==> src/rtl/os_uart_rx_pkg.sv <==
package os_uart_rx_pkg;

    // Receive controller states
    typedef enum logic [2:0] {
        RX_IDLE      = 3'd0,
        RX_START_CHK = 3'd1,
        RX_DATA      = 3'd2,
        RX_STOP      = 3'd3,
        RX_WAIT_HIGH = 3'd4
    } rx_state_e;

endpackage

==> src/rtl/rx_line_sync.sv <==
module rx_line_sync #(
    parameter int STAGES = 2
) (
    input  logic clk,
    input  logic rst_n,
    input  logic line_i,
    output logic line_o
);

    logic [STAGES-1:0] flops;

    // Flops reset to 1 because the line idles high
    always_ff @(posedge clk or negedge rst_n) begin
        if (!rst_n) begin
            flops <= '1;
        end else begin
            flops <= {flops[STAGES-2:0], line_i};
        end
    end

    assign line_o = flops[STAGES-1];

endmodule

==> src/rtl/rx_frame_fsm.sv <==
module rx_frame_fsm
    import os_uart_rx_pkg::*;
#(
    parameter int DATA_W  = 8,
    parameter int OSR     = 8,
    parameter int CONFIRM = 4   // must be between 2 and OSR
) (
    input  logic              clk,
    input  logic              rst_n,
    input  logic              os_tick,
    input  logic              line_s,
    output rx_state_e         state_o,
    output logic              commit_o,
    output logic [DATA_W-1:0] byte_o,
    output logic              stop_bad_o
);

    localparam int SMP_W = (OSR > 1) ? $clog2(OSR) : 1;
    localparam int BIT_W = (DATA_W > 1) ? $clog2(DATA_W) : 1;
    localparam logic [SMP_W-1:0] SMP_LAST  = SMP_W'(OSR - 1);
    localparam logic [SMP_W-1:0] CONF_LAST = SMP_W'(CONFIRM - 1);
    localparam logic [BIT_W-1:0] BIT_LAST  = BIT_W'(DATA_W - 1);

    rx_state_e         state, nxt;
    logic [SMP_W-1:0]  smp_cnt;
    logic [BIT_W-1:0]  bit_cnt;
    logic [DATA_W-1:0] shreg;
    logic              at_mid;

    assign at_mid = os_tick && (smp_cnt == SMP_LAST);

    // State register
    always_ff @(posedge clk or negedge rst_n) begin
        if (!rst_n) begin
            state <= RX_IDLE;
        end else begin
            state <= nxt;
        end
    end

    // Next-state logic
    always_comb begin
        nxt = state;
        unique case (state)
            RX_IDLE: begin
                if (os_tick && !line_s) nxt = RX_START_CHK;
            end
            RX_START_CHK: begin
                if (os_tick) begin
                    if (line_s)                     nxt = RX_IDLE;
                    else if (smp_cnt == CONF_LAST)  nxt = RX_DATA;
                end
            end
            RX_DATA: begin
                if (at_mid && (bit_cnt == BIT_LAST)) nxt = RX_STOP;
            end
            RX_STOP: begin
                if (at_mid) nxt = line_s ? RX_IDLE : RX_WAIT_HIGH;
            end
            RX_WAIT_HIGH: begin
                if (os_tick && line_s) nxt = RX_IDLE;
            end
            default: nxt = RX_IDLE;
        endcase
    end

    // Sample counter, bit counter and shift register
    always_ff @(posedge clk or negedge rst_n) begin
        if (!rst_n) begin
            smp_cnt <= '0;
            bit_cnt <= '0;
            shreg   <= '0;
        end else if (os_tick) begin
            unique case (state)
                RX_IDLE: begin
                    smp_cnt <= SMP_W'(1);   // first low sample counts
                    bit_cnt <= '0;
                end
                RX_START_CHK: begin
                    if (smp_cnt == CONF_LAST) smp_cnt <= '0;
                    else                      smp_cnt <= smp_cnt + 1'b1;
                end
                RX_DATA: begin
                    if (smp_cnt == SMP_LAST) begin
                        smp_cnt <= '0;
                        shreg   <= {line_s, shreg[DATA_W-1:1]};
                        bit_cnt <= bit_cnt + 1'b1;
                    end else begin
                        smp_cnt <= smp_cnt + 1'b1;
                    end
                end
                RX_STOP: begin
                    if (smp_cnt == SMP_LAST) smp_cnt <= '0;
                    else                     smp_cnt <= smp_cnt + 1'b1;
                end
                RX_WAIT_HIGH: begin
                    smp_cnt <= '0;
                end
                default: smp_cnt <= '0;
            endcase
        end
    end

    assign state_o    = state;
    assign commit_o   = (state == RX_STOP) && at_mid;
    assign byte_o     = shreg;
    assign stop_bad_o = !line_s;

endmodule

==> src/rtl/rx_hold_reg.sv <==
module rx_hold_reg #(
    parameter int DATA_W = 8
) (
    input  logic              clk,
    input  logic              rst_n,
    input  logic              commit,
    input  logic [DATA_W-1:0] new_byte,
    input  logic              new_bad,
    input  logic              host_rd,
    output logic [DATA_W-1:0] held_byte,
    output logic              full,
    output logic              lost,
    output logic              held_bad
);

    always_ff @(posedge clk or negedge rst_n) begin
        if (!rst_n) begin
            held_byte <= '0;
            full      <= 1'b0;
            lost      <= 1'b0;
            held_bad  <= 1'b0;
        end else if (commit) begin
            if (full && !host_rd) begin
                lost <= 1'b1;           // keep the unread byte
            end else begin
                held_byte <= new_byte;
                held_bad  <= new_bad;
                full      <= 1'b1;
                lost      <= 1'b0;
            end
        end else if (host_rd) begin
            full <= 1'b0;
            lost <= 1'b0;
        end
    end

endmodule

==> src/rtl/os_uart_rx.sv <==
module os_uart_rx
    import os_uart_rx_pkg::*;
#(
    parameter int DATA_W      = 8,
    parameter int OSR         = 8,
    parameter int CONFIRM     = 4,
    parameter int SYNC_STAGES = 2
) (
    input  logic              clk,
    input  logic              rst_n,
    input  logic              rx_line,
    input  logic              os_tick,
    input  logic              host_rd,
    output logic [DATA_W-1:0] rx_byte,
    output logic              byte_ready,
    output logic              overrun,
    output logic              frame_err
);

    logic              line_s;
    rx_state_e         fsm_state;
    logic              commit;
    logic [DATA_W-1:0] asm_byte;
    logic              stop_bad;

    rx_line_sync #(.STAGES(SYNC_STAGES)) u_sync (
        .clk    (clk),
        .rst_n  (rst_n),
        .line_i (rx_line),
        .line_o (line_s)
    );

    rx_frame_fsm #(
        .DATA_W  (DATA_W),
        .OSR     (OSR),
        .CONFIRM (CONFIRM)
    ) u_fsm (
        .clk        (clk),
        .rst_n      (rst_n),
        .os_tick    (os_tick),
        .line_s     (line_s),
        .state_o    (fsm_state),
        .commit_o   (commit),
        .byte_o     (asm_byte),
        .stop_bad_o (stop_bad)
    );

    rx_hold_reg #(.DATA_W(DATA_W)) u_hold (
        .clk       (clk),
        .rst_n     (rst_n),
        .commit    (commit),
        .new_byte  (asm_byte),
        .new_bad   (stop_bad),
        .host_rd   (host_rd),
        .held_byte (rx_byte),
        .full      (byte_ready),
        .lost      (overrun),
        .held_bad  (frame_err)
    );

endmodule


==> config.mk <==
export PLATFORM = sky130hd
export DESIGN_NAME = os_uart_rx
export DESIGN_NICKNAME = d
export VERILOG_FILES = /design/src/rtl/os_uart_rx_pkg.sv /design/src/rtl/rx_line_sync.sv /design/src/rtl/rx_frame_fsm.sv /design/src/rtl/rx_hold_reg.sv /design/src/rtl/os_uart_rx.sv
export SDC_FILE = /design/constraint.sdc
export NUM_CORES = 1
export LEC_CHECK = 0
export BUFFER_PORTS_ARGS = -buffer_cell sky130_fd_sc_hd__buf_2
export CORE_UTILIZATION = 27
export DETAILED_ROUTE_END_ITERATION = 6
export HOLD_SLACK_MARGIN = 0.08
export PLACE_DENSITY = 0.43
export SLEW_MARGIN = 0
export SYNTH_ARGS = -nofsm -noshare
export SYNTH_HDL_FRONTEND = slang
export SYNTH_SLANG_ARGS = --single-unit
==> constraint.sdc <==
create_clock -name clk -period 1.7 [get_ports clk]
set_input_delay 0.255 -clock clk [delete_from_list [all_inputs] [get_ports clk]]
set_output_delay 0.255 -clock clk [all_outputs]
set_load 0.02 [all_outputs]
==> metrics.log <==
[metrics] placeable core region: 4820 um2
[metrics] Syn. warnings: 0
[metrics] TritonCTS clock tree: built
[metrics] ratio of routed vias to standard cells: 4.48
[metrics] grt total ovfl: 0
[metrics] filler cell count in the final layout: 498
[metrics] count of port buffers added during placement: 15
[metrics] Worst-Skew Late Latency: 280 ps
[metrics] pre-CTS setup slack: 28.0 ps
[metrics] met1 layer usage reported by global route: 14.6%
[metrics] share of the clock period used by the worst path after layout: 94.8%
[metrics] routed via count: 937
[metrics] post-detailed-route wirelength per cell: 12.3 um
[metrics] share of the synthesized area in compound gates (AO/OA/AOI/OAI): 8.22%
[metrics] top flip-flop cell by instance count after synthesis: sky130_fd_sc_hd__dfrtp_1
[metrics] initial antenna violation count: 0
[metrics] total wirelength of the detailed-routed design: 2.58 mm
[metrics] post-synthesis cell type count: 29
[metrics] largest net degree at the start of global routing: 31
[metrics] # setup viols final: 0
[metrics] Cell Count, Final, Fillers Out: 209
[metrics] critical path data required time: 1870 ps
[metrics] worst-case clock buffer depth: 2
[metrics] share of final-layout standard cells stronger than drive strength 1: 38.7%
[metrics] Die Y: 73.6 um
[metrics] Boundary Pins: 16
[metrics] post-route ant nets: 0
[metrics] Total Negative Setup Slacks: 0 ps
[metrics] worst setup margin: 88.3 ps
[metrics] worst max-slew margin expressed relative to the limit: 54.2%
[metrics] most used routing layer in global routing: met2
[metrics] largest stage delay on the critical path: 390 ps
[metrics] Crit Reg-Reg Startpoint: u_fsm.smp_cnt[0]$_DFFE_PN0P_
[metrics] final count of pins violating max slew: 0
[metrics] per-instance average area after synthesis: 12.3 um2
[metrics] cts bufs inserted: 5
[metrics] root cell of the clock tree: sky130_fd_sc_hd__clkbuf_8
[metrics] clock tree skew after final layout: 4.71 ps
[metrics] Min-Delay Path Class: primary input to register
[metrics] Leakage Power: 0.000844 uW
[metrics] transition at the pin with the smallest max-transition slack: 688 ps
[metrics] number of instances in the synthesized netlist: 113
[metrics] violation count after the first detailed-routing iteration: 41
[metrics] adder-cell area share of the yosys netlist: 5.42%
[metrics] most frequent cells in the layout: 28 x sky130_fd_sc_hd__dfrtp_1, 15 x sky130_fd_sc_hd__buf_2, 14 x sky130_fd_sc_hd__mux2_2
[metrics] Worst Setup SP: u_fsm.smp_cnt[0]$_DFFE_PN0P_
[metrics] cell area after synthesis: 1390 um2
[metrics] number of H-tree levels: 2
[metrics] number of instances in the placed design: 197
[metrics] Critical Path Source Type: register
[metrics] Synth-to-Final Area Change: 25.6%
[metrics] maximum frequency from static timing analysis: 620 MHz
[metrics] Die ar.: 5420 um2
[metrics] kind of capture point of the worst setup path: register
[metrics] total global-route track usage: 11.2%
[metrics] async set-or-reset flop fraction in the synthesized netlist: 100%
[metrics] CP Data Arrival Time: 1780 ps
[metrics] die span in x: 73.6 um
[metrics] vias in the first global route: 943
[metrics] number of sinks on the clock net: 30
[metrics] number of rows in the core area: 25
[metrics] number of enable-type register cells in the synthesized netlist: 0
[metrics] RR Endpoint: u_hold.held_byte[0]$_DFFE_PN0P_
[metrics] initial cell density of the core: 28.8%
[metrics] first-pass GRT wire length: 4.38 mm
[metrics] peak fanout along the critical path: 9
[metrics] dominant combinational cell family by area after synthesis: multiplexers
[metrics] mux share of post-synthesis cell area: 16.0%
[metrics] Period minus WS final: 1610 ps
[metrics] synthesized-area fraction occupied by and/or/nand/nor cells: 11.7%
[metrics] Post-Syn Nets: 124
[metrics] slowest stage cell on the critical path: sky130_fd_sc_hd__dfrtp_1
[metrics] FF-to-FF path depth: 5
[metrics] post-route cell area: 1740 um2
[metrics] area post-placement: 1570 um2
[metrics] RSZ-0062 raised after global routing: false
[metrics] commonest non-fill, non-tap cell in the layout: sky130_fd_sc_hd__dfrtp_1
[metrics] Synth Area in XOR/XNOR: 0%
[metrics] net total in the final layout: 152
[metrics] global-route track usage on met3: 3.29%
[metrics] Final Hold Viols: 0
[metrics] crit-path leading delay family: flip-flops
[metrics] number of max-cap violations: 0
[metrics] Final Wtd Congestion: 0.710
[metrics] ordered cell list for the critical path: ha_2, ha_4, and4b_1, nand3_4, mux2_2
[metrics] number of gates on the worst path with buffers counted: 5
[metrics] VDD IR max: 0.374 mV
[metrics] placed wire-length estimate after detailed placement: 1.77 mm
[metrics] Power, Total: 2000 uW
[metrics] clock slew at the register clock pins of the worst setup and hold paths: 60 ps
[metrics] GR Util met2: 16.2%
[metrics] number of antenna repair diodes: 0
[metrics] CP Buf/Inv Count: 0
[metrics] crit path kind: register to register
[metrics] r2r setup slk: 90 ps
[metrics] Power Dens Cells: 1150 nW/um2
[metrics] capture point of the worst path: u_hold.held_byte[0]$_DFFE_PN0P_
[metrics] final routed DRC violation total: 0
[metrics] outcome: finished, final reports clean
[metrics] number of flip-flops and latches in the synthesized netlist: 30
[metrics] sequential cell area fraction in the yosys report: 54.4%
[metrics] DRT Pass-1 Iters: 3
how the worst min path moves through the flow:
stage	cells past startpoint	from	slack, ps	endpoint
final	2	host_rd	130	u_hold.lost$_DFFE_PN0P_
after global routing	2	host_rd	140	u_hold.lost$_DFFE_PN0P_
after CTS	2	host_rd	120	u_hold.lost$_DFFE_PN0P_
after detailed placement	1	rst_n	350	u_fsm.smp_cnt[2]$_DFFE_PN0P_
after global placement	1	rst_n	340	u_fsm.smp_cnt[2]$_DFFE_PN0P_
after floorplan	0	rst_n	-40	u_fsm.bit_cnt[0]$_DFFE_PN0P_
routing by layer:
layer / up-vias / part of all wire [%]
met2: 13 / 45
met1: 455 / 48
met5: - / 0
li1: 460 / -
met4: 0 / 3.1
met3: 9 / 3.8
cell type report:
cell class	count	area [um2]	area share, %
clock buffer	6	82.6	4.75
clock inverter	2	12.5	0.719
inverter	9	33.8	1.94
multi-input combinational	69	598	34.4
sequential	30	753	43.3
tap	67	83.8	4.82
timing repair buffer	26	175	10.1
cells by family (layout without fill, tap and decap cells):
group / count (synthesis) / in the layout
AO/OA/AOI/OAI: 17 / 17
multiplexers: 20 / 20
adder cells (fa/ha/maj): 6 / 6
flip-flops: 30 / 30
AND/OR/NAND/NOR: 26 / 26
buffers and inverters: 14 / 43
registers in the layout, indices dropped and copies added, names as in the netlist:
| name | count |
|---|---|
| u_hold.full | 1 |
| u_fsm.smp_cnt | 3 |
| u_hold.held_byte | 8 |
| u_sync.flops | 2 |
| u_hold.lost | 1 |
| u_fsm.state_o | 3 |
| u_fsm.byte_o | 8 |
| u_hold.held_bad | 1 |
| u_fsm.bit_cnt | 3 |
cell usage after synthesis, types with 2 or more instances:
cell | instances | area [um2]
sky130_fd_sc_hd__dfrtp_1 | 28 | 701
sky130_fd_sc_hd__mux2_2 | 17 | 191
sky130_fd_sc_hd__inv_1 | 9 | 33.8
sky130_fd_sc_hd__ha_1 | 6 | 75.1
sky130_fd_sc_hd__nand2_1 | 6 | 22.5
sky130_fd_sc_hd__nor2_1 | 5 | 18.8
sky130_fd_sc_hd__o21ai_0 | 4 | 20.0
sky130_fd_sc_hd__o22ai_1 | 4 | 25.0
sky130_fd_sc_hd__a22o_1 | 3 | 26.3
sky130_fd_sc_hd__buf_2 | 3 | 15.0
sky130_fd_sc_hd__mux2i_1 | 3 | 30.0
sky130_fd_sc_hd__nand2b_1 | 3 | 18.8
sky130_fd_sc_hd__nand3_1 | 3 | 15.0
sky130_fd_sc_hd__a211oi_1 | 2 | 15.0
sky130_fd_sc_hd__and4b_1 | 2 | 20.0
sky130_fd_sc_hd__dfstp_2 | 2 | 52.6
power breakdown:
| group | total [uW] | switching (uW) | internal [uW] |
|---|---|---|---|
| combinational | 511 | 269 | 242 |
| clock | 592 | 267 | 325 |
| sequential | 898 | 94.8 | 803 |
| total | 2000 | 631 | 1370 |
timing repair:
item,4_1_cts,5_1_grt
buffers inserted,0,2
endpoints found under the hold margin,29,0
hold buffers,2,0
resized for setup,0,6
setup endpoints to repair,0,17
through the flow:
step           hold WS (ps)  utilization, %
6_report                133            36.1
4_1_cts                 116            35.0
3_3_place_gp            339            32.6
2_1_floorplan         -40.6               -
3_5_place_dp            347            32.6
5_1_grt                 138            36.1
(Power assumes the default switching activity.)
